[config.mk]
export PLATFORM = sky130hd
export DESIGN_NAME = usart_clkgen
export DESIGN_NICKNAME = d
export VERILOG_FILES = /design/src/rtl/usart_clkgen_pkg.sv /design/src/rtl/ucg_divider.sv /design/src/rtl/ucg_bitphase.sv /design/src/rtl/ucg_master_sck.sv /design/src/rtl/ucg_slave_edge.sv /design/src/rtl/usart_clkgen.sv
export SDC_FILE = /design/constraint.sdc
export NUM_CORES = 1
export LEC_CHECK = 0
export BUFFER_PORTS_ARGS = -buffer_cell sky130_fd_sc_hd__buf_2
export CAP_MARGIN = 20
export CORE_MARGIN = 1.5
export CORE_UTILIZATION = 45
export DETAILED_ROUTE_END_ITERATION = 6
export GPL_TIMING_DRIVEN = 0
export PLACE_DENSITY = 0.65
export SLEW_MARGIN = 10
export SYNTH_ARGS = -nofsm -noshare
export SYNTH_HDL_FRONTEND = slang
export SYNTH_SLANG_ARGS = --single-unit
[constraint.sdc]
create_clock -name clk -period 2.45 [get_ports clk]
set_input_delay 0.245 -clock clk [delete_from_list [all_inputs] [get_ports clk]]
set_output_delay 0.245 -clock clk [all_outputs]
set_load 0.02 [all_outputs]
[src/rtl/usart_clkgen_pkg.sv]
package usart_clkgen_pkg;
  typedef enum logic [1:0] {
    MODE_ASYNC_X1    = 2'd0,
    MODE_ASYNC_X2    = 2'd1,
    MODE_SYNC_MASTER = 2'd2,
    MODE_SYNC_SLAVE  = 2'd3
  } clk_mode_e;
endpackage

[src/rtl/ucg_divider.sv]
module ucg_divider #(
  parameter int DIV_W = 12
) (
  input  logic             clk,
  input  logic             rst_n,
  input  logic             run,
  input  logic [DIV_W-1:0] divisor,
  output logic             expire,
  output logic             reload
);
  logic [DIV_W-1:0] cnt_q, cnt_d;
  logic [DIV_W-1:0] div_q;
  logic             primed_q, primed_d;

  // reload on first enabled cycle or whenever the divisor value moves
  assign reload = run && (!primed_q || (divisor != div_q));
  assign expire = run && !reload && (cnt_q == '0);

  always_comb begin
    cnt_d    = cnt_q;
    primed_d = primed_q;
    if (!run) begin
      cnt_d    = '0;
      primed_d = 1'b0;
    end else if (reload) begin
      cnt_d    = divisor;
      primed_d = 1'b1;
    end else if (cnt_q == '0) begin
      cnt_d = divisor;
    end else begin
      cnt_d = cnt_q - 1'b1;
    end
  end

  always_ff @(posedge clk or negedge rst_n) begin
    if (!rst_n) begin
      cnt_q    <= '0;
      primed_q <= 1'b0;
      div_q    <= '0;
    end else begin
      cnt_q    <= cnt_d;
      primed_q <= primed_d;
      div_q    <= divisor;
    end
  end
endmodule

[src/rtl/ucg_bitphase.sv]
module ucg_bitphase #(
  parameter int OS_NORM = 16,
  parameter int OS_DBL  = 8
) (
  input  logic clk,
  input  logic rst_n,
  input  logic clear,
  input  logic tick,
  input  logic dbl,
  output logic bit_done
);
  localparam int PH_W = $clog2(OS_NORM);
  localparam logic [PH_W-1:0] LIM_NORM = PH_W'(OS_NORM - 1);
  localparam logic [PH_W-1:0] LIM_DBL  = PH_W'(OS_DBL - 1);

  logic [PH_W-1:0] ph_q, ph_d;
  logic [PH_W-1:0] lim;

  assign lim      = dbl ? LIM_DBL : LIM_NORM;
  assign bit_done = tick && !clear && (ph_q >= lim);

  always_comb begin
    ph_d = ph_q;
    if (clear)         ph_d = '0;
    else if (bit_done) ph_d = '0;
    else if (tick)     ph_d = ph_q + 1'b1;
  end

  always_ff @(posedge clk or negedge rst_n) begin
    if (!rst_n) ph_q <= '0;
    else        ph_q <= ph_d;
  end
endmodule

[src/rtl/ucg_master_sck.sv]
module ucg_master_sck (
  input  logic clk,
  input  logic rst_n,
  input  logic active,
  input  logic expire,
  output logic sck_q,
  output logic rise_q,
  output logic fall_q
);
  logic sck_d, rise_d, fall_d;

  always_comb begin
    sck_d  = sck_q;
    rise_d = 1'b0;
    fall_d = 1'b0;
    if (!active) begin
      sck_d = 1'b0;
    end else if (expire) begin
      sck_d  = ~sck_q;
      rise_d = ~sck_q;
      fall_d = sck_q;
    end
  end

  always_ff @(posedge clk or negedge rst_n) begin
    if (!rst_n) begin
      sck_q  <= 1'b0;
      rise_q <= 1'b0;
      fall_q <= 1'b0;
    end else begin
      sck_q  <= sck_d;
      rise_q <= rise_d;
      fall_q <= fall_d;
    end
  end
endmodule

[src/rtl/ucg_slave_edge.sv]
module ucg_slave_edge #(
  parameter int SYNC_STAGES = 2
) (
  input  logic clk,
  input  logic rst_n,
  input  logic pin,
  output logic rise,
  output logic fall
);
  logic [SYNC_STAGES-1:0] sync_q, sync_d;
  logic                   prev_q;
  logic                   level;

  assign level = sync_q[SYNC_STAGES-1];
  assign rise  = level && !prev_q;
  assign fall  = !level && prev_q;

  always_comb begin
    for (int i = 0; i < SYNC_STAGES; i++) begin
      sync_d[i] = (i == 0) ? pin : sync_q[(i == 0) ? 0 : i-1];
    end
  end

  always_ff @(posedge clk or negedge rst_n) begin
    if (!rst_n) begin
      sync_q <= '0;
      prev_q <= 1'b0;
    end else begin
      sync_q <= sync_d;
      prev_q <= level;
    end
  end
endmodule

[src/rtl/usart_clkgen.sv]
module usart_clkgen
  import usart_clkgen_pkg::*;
#(
  parameter int DIV_W       = 12,
  parameter int OS_NORM     = 16,
  parameter int OS_DBL      = 8,
  parameter int SYNC_STAGES = 2
) (
  input  logic             clk,
  input  logic             rst_n,
  input  logic [DIV_W-1:0] divisor,
  input  logic             dbl_speed,
  input  logic             sync_mode,
  input  logic             master_sel,
  input  logic             sck_in,
  output logic             sck_out,
  output logic             sck_oe,
  output logic             os_tick,
  output logic             tx_clk_en,
  output logic             rx_clk_en,
  output logic             tx_change,
  output logic             rx_sample
);
  clk_mode_e mode;
  logic is_async, is_master, is_slave;
  logic div_expire, div_reload, bit_done;
  logic m_sck, m_rise, m_fall, s_rise, s_fall;
  logic os_q, os_d, txb_q, txb_d;

  always_comb begin
    if (!sync_mode)      mode = dbl_speed ? MODE_ASYNC_X2 : MODE_ASYNC_X1;
    else if (master_sel) mode = MODE_SYNC_MASTER;
    else                 mode = MODE_SYNC_SLAVE;
  end

  assign is_async  = (mode == MODE_ASYNC_X1) || (mode == MODE_ASYNC_X2);
  assign is_master = (mode == MODE_SYNC_MASTER);
  assign is_slave  = (mode == MODE_SYNC_SLAVE);

  ucg_divider #(.DIV_W(DIV_W)) u_div (
    .clk     (clk),
    .rst_n   (rst_n),
    .run     (!is_slave),
    .divisor (divisor),
    .expire  (div_expire),
    .reload  (div_reload)
  );

  ucg_bitphase #(.OS_NORM(OS_NORM), .OS_DBL(OS_DBL)) u_phase (
    .clk      (clk),
    .rst_n    (rst_n),
    .clear    (div_reload || !is_async),
    .tick     (div_expire),
    .dbl      (mode == MODE_ASYNC_X2),
    .bit_done (bit_done)
  );

  ucg_master_sck u_msck (
    .clk    (clk),
    .rst_n  (rst_n),
    .active (is_master),
    .expire (div_expire),
    .sck_q  (m_sck),
    .rise_q (m_rise),
    .fall_q (m_fall)
  );

  ucg_slave_edge #(.SYNC_STAGES(SYNC_STAGES)) u_sedge (
    .clk   (clk),
    .rst_n (rst_n),
    .pin   (sck_in),
    .rise  (s_rise),
    .fall  (s_fall)
  );

  // oversampling tick and bit enable, registered in step with master strobes
  always_comb begin
    os_d  = is_async && div_expire;
    txb_d = is_async && bit_done;
  end

  always_ff @(posedge clk or negedge rst_n) begin
    if (!rst_n) begin
      os_q  <= 1'b0;
      txb_q <= 1'b0;
    end else begin
      os_q  <= os_d;
      txb_q <= txb_d;
    end
  end

  always_comb begin
    sck_oe    = is_master;
    sck_out   = is_master && m_sck;
    os_tick   = is_async && os_q;
    tx_change = (is_master && m_rise) || (is_slave && s_rise);
    rx_sample = (is_master && m_fall) || (is_slave && s_fall);
    tx_clk_en = is_async ? (txb_q && os_q) : tx_change;
    rx_clk_en = is_async ? os_q : rx_sample;
  end
endmodule

# == Yosys cells after proc, flatten, opt, wreduce, memory -nomap -nowiden ==
# Cells that the tools add are included.
# totals
reg_bits,37
out_inout_bits,7
wordCells,72
input_bits,18
# classes
order_cmp,1
addsub,2
reduce_logical,32
eq_ne,5
n_mux,20
bitwise,1
# op_table
cell,n
$mux W12,3
$logic_and A1 B1 Y1,16
$mux W4,4
$logic_not A12 Y1,1
$mux W1,12
$ne A12 B12 Y1,1
$sub A12 B1 Y12 const B,1
$logic_not A1 Y1,7
$logic_or A1 B1 Y1,5
$add A4 B1 Y4 const B,1
$eq A2 B2 Y1 const B,2
$ge A4 B4 Y1,1
$reduce_bool A3 Y1,1
$eq A2 B1 Y1 const B,1
$logic_not A2 Y1,1
$mux W2,1
$ne A2 B1 Y1 const B,1
$reduce_bool A2 Y1,1
$not A1 Y1,1

# == Logic depth before layout (Yosys ltp) ==
# depth
ltp_word,12
mapped_depth,7
mapped_depth_nobuf,7

# == By module ==
# A second synthesis with hierarchy kept.
# unflattened
hier_cells,162
area_unflattened_um2,1781.7
# by_module_without_submodules
mod,cells_per_inst,seq_area_each_um2,area_per_inst_um2,n_inst
ucg_divider,108,625.6,1193.6,1
ucg_bitphase,24,100.1,231.5,1
usart_clkgen,17,50.0,161.4,1
ucg_master_sck,8,75.1,105.1,1
ucg_slave_edge,5,75.1,90.1,1

# == Least setup slack after synthesis ==
# Ideal clock, no wire load.
# synth_timing
path_type,reg2reg
startpoint,reg u_div.cnt_q[0]
endpoint,reg u_div.cnt_q[1]
n_path_buf,0
setup_ns,0.086
path_slack_ns,0.572
period_less_slack_ns,1.878
required_time_ns,2.364
arrival_ns,1.792
path_stages_with_launch,8
path_cell_list,dfrtp_1 inv_1 ha_1 or4b_4 nor3_2 nand2_2 and3_1 nor3_1
# synth_via
elab_chain_cells,4
word_cells_on_any_way,5
classes_between,add/sub: 1; mux: 3; reduce/logical: 1
# synth_rtl
item,line,source
"start, declared",ucg_divider.sv:11,"logic [DIV_W-1:0] cnt_q, cnt_d;"
"start signal, assigned",ucg_divider.sv:41,cnt_q <= cnt_d;
$sub A12 B1 Y12 / $logic_not A12 Y1 (equally long branches),"ucg_divider.sv:31, ucg_divider.sv:28",
$mux W12 *,ucg_divider.sv:28,end else if (cnt_q == '0) begin
$mux W12 *,ucg_divider.sv:25,end else if (reload) begin
$mux W12 *,ucg_divider.sv:22,if (!run) begin
named net u_div.cnt_d[1],ucg_divider.sv:11,
# Mark *: on every way through the listed nets, which the timed path passes. The rest lies on a longest branch.
# A chain may end at the register's enable or synchronous reset.

# == Worst setup path in the final report ==
# Same ends and word-level chain as after synthesis.

==> flow_summary.toml <==
[synth]
synth-adder-area-share = 0.0211
synth_compound_area_frac = 0.115
synth_seq_cells = 37
synth-xor-area-share = 0.0985
syn_area_sq_um = 1780
synthMuxAreaShare = 0
ys_seq_area_frac = 0.520
ys_types = 39
synthSimpleGateAreaFrac = 0.222
synth_fp_nets = 191
avgSynthCellArea_sq_um = 10.5
synth_top_family_by_area = "simple AND/OR/NAND/NOR gates"
netlist_instances = 170
synth_warnings = 0

[grt]
grt_pass1_vias = 1374
antenna_found_initial = 0
grt_use_total = 0.189
grt_pass1_wl_microns = 6150
grt-ovfl-total = 0
grt_max_degree = 38

[sta]
relSlewSlack = 0.469
finalCritPeriodShare = 0.872
rsz0062_at_grt = "false"
setup_viol = 0
fin_hold_ws_ps = 31.8
period_minus_slack_ps = 2140
setup_tns_ps = 0
drv_slew = 0
hold_violations = 0
fmax_ghz = 0.468
skew_ps = 3.93
tightest_slew_ps = 797

[floorplanning]
dieArea_sq_um = 4340
die_x_microns = 65.9
core-area_sq_um = 3720
die_h_microns = 65.9
start_util = 0.479
fp-row-count = 22
io_pins = 25

[placement]
place_congestion = 0.805
dpl.hpwl_microns = 2680
placed_area_sq_um = 1960
port_buffers = 24

[worst_setup_path]
rr_worst_depth = 7
crit_type = "reg2reg"
critPathArrivalTime_ps = 2340
end_kind = "flop"
start_kind = "flop"
worstPathRequired_ps = 2650
crit_fanout = 9

[route]
viasPerCell = 5.49
drt.antenna.violating_nets = 0
wl_per_cell_microns = 14.8
drcViolationCount = 0
vias = 1372
drt_iter0_drc = 47
first_pass_iters = 4
wirelength_microns = 3700

[clock_tree]
cts_max_level = 2
cts_tree = "yes"
cts_resized = 0
worstSkewPairLatency_ps = 290
clkSlewWorstSetupHoldPaths_ps = 70
cts-root-buf = "clkbuf_8"
cts_buffers = 5
clockBufferDepth = 2
holdBufCountCts = 0
cts_setup_buffers = 0
clock-sinks = 37

[finish]
nNetsFinal = 222
layout-drive-gt1-share = 0.218
multiInputGateArea_sq_um = 818
fill_cells = 357
area_growth_pct = 15.1
final_area_sq_um = 2050
register_area_sq_um = 926
antenna_cells = 0

[hold_path]
hold_class = "in2async"

[job]
maxCapViolCount = 0

[power_and_ir_drop]
vdd_drop_max_v = 0.000356
leakage_uw = 0.000905
p_per_area_nw_per_um2 = 581

[run_status]
status = "completed"
-- per-layer routing --
metal / vias to the layer above / routed length (microns) / GRT usage
li1: 670 / - / -
met1: 666 / 1700 / 0.244
met2: 28 / 1790 / 0.302
met3: 8 / 133 / 0.0392
met4: 0 / 75 / 0.0938
met5: - / 0 / 0
-- sequential cells by signal, summed over array words and instances, names as in the netlist --
register	flops
u_div.cnt_q	12
u_div.div_q	12
u_phase.ph_q	4
u_sedge.sync_q	2
os_q	1
txb_q	1
u_div.primed_q	1
u_msck.fall_q	1
u_msck.rise_q	1
u_msck.sck_q	1
u_sedge.prev_q	1
-- per-stage QoR --
stage,total power [uW],setup WS (ps),std cells,utilization
6_report,1190,313,250,0.551
5_1_grt,1240,135,250,0.551
4_1_cts,1200,93.5,250,0.549
3_5_place_dp,793,95.3,242,0.527
3_3_place_gp,787,174,242,0.527
2_1_floorplan,738,572,170,-
-- cell families (layout without fill, tap and decap cells) --
| logic type | after synthesis | count (layout) |
|---|---|---|
| AOI/OAI and AO/OA | 34 | 34 |
| xor gates and xnor gates | 20 | 20 |
| adders and majority gates | 3 | 3 |
| buffers and inverters | 10 | 42 |
| DFF | 37 | 37 |
| and+or+nand+nor | 66 | 66 |
-- where the power goes --
part,switching (uW),internal (uW)
registers,22.4,637
logic,68.5,53.0
clock network,213,197
-- cell usage in the layout (no fill, tap or decap), types with 6 or more instances in the layout --
cell type,count
nor2_1,12
xor2_1,7
dfrtp_1,37
xnor2_1,13
nand2_1,6
a21oi_1,15
buf_2,27
o21ai_0,9
nand3_1,14
-- layout make-up --
class | instances | share of cell area
Tap cell | 48 | 0.0293
Inverter | 4 | 0.00733
Buffer | 6 | 0.0128
Clock buffer | 6 | 0.0354
Timing Repair Buffer | 24 | 0.0586
Sequential cell | 37 | 0.452
Clock inverter | 2 | 0.00489
Multi-Input combinational cell | 123 | 0.400
-- final timing paths --
kind,start,end,slack (ps)
worst max-delay path,u_div.cnt_q[0],u_div.cnt_q[1],310
worst min-delay path,rst_n,u_div.div_q[9],30
worst max register to register,u_div.cnt_q[0],u_div.cnt_q[1],310
worst min register to register,u_sedge.sync_q[0],u_sedge.sync_q[1],360
max in group asynchronous,rst_n,u_div.cnt_q[5],1910
min in group clk,sck_in,u_sedge.sync_q[0],60
-- critical path, cell delays in order, from the launching register on --
cell and delay [ps]:
dfrtp_1 420, inv_1 70, ha_1 210, or4b_4 530, nor3_2 260, nand2_2 170, and3_1 220, nor3_1 150
-- synthesized netlist by cell type --
| cell type | n | area [sq um] |
|---|---|---|
| nand4_1 | 2 | 12.5 |
| xnor2_1 | 13 | 114 |
| inv_1 | 4 | 15.0 |
| nand2b_1 | 1 | 6.26 |
| buf_2 | 3 | 15.0 |
| a21o_1 | 1 | 7.51 |
| a211oi_1 | 1 | 7.51 |
| xor2_1 | 7 | 61.3 |
| o41ai_2 | 1 | 16.3 |
| o211ai_1 | 1 | 7.51 |
| or4b_4 | 1 | 13.8 |
| nor4b_2 | 1 | 15.0 |
| a31oi_1 | 2 | 12.5 |
| nor4b_4 | 1 | 23.8 |
| nor2_1 | 12 | 45.0 |
| nand3_1 | 14 | 70.1 |
| clkbuf_1 | 3 | 11.3 |
| o31ai_1 | 1 | 7.51 |
| or3_1 | 1 | 6.26 |
| o221a_2 | 1 | 11.3 |
| nor3_1 | 5 | 25.0 |
| ha_1 | 3 | 37.5 |
| or2_2 | 1 | 6.26 |
| nor3b_1 | 1 | 7.51 |
| nor3_2 | 1 | 10.0 |
| nand2_2 | 1 | 6.26 |
| nor2b_1 | 5 | 31.3 |
| a21boi_0 | 1 | 7.51 |
| or4_1 | 2 | 15.0 |
| and3_1 | 4 | 25.0 |
| nand2_1 | 6 | 22.5 |
| a21oi_1 | 15 | 75.1 |
| nand3b_1 | 1 | 7.51 |
| a22oi_1 | 1 | 7.51 |
| o21ai_0 | 9 | 45.0 |
| nor4b_1 | 1 | 8.76 |
| or4_4 | 1 | 11.3 |
| nor4_1 | 4 | 25.0 |
| dfrtp_1 | 37 | 926 |
Note: power is estimated with default switching activity, not from simulation.
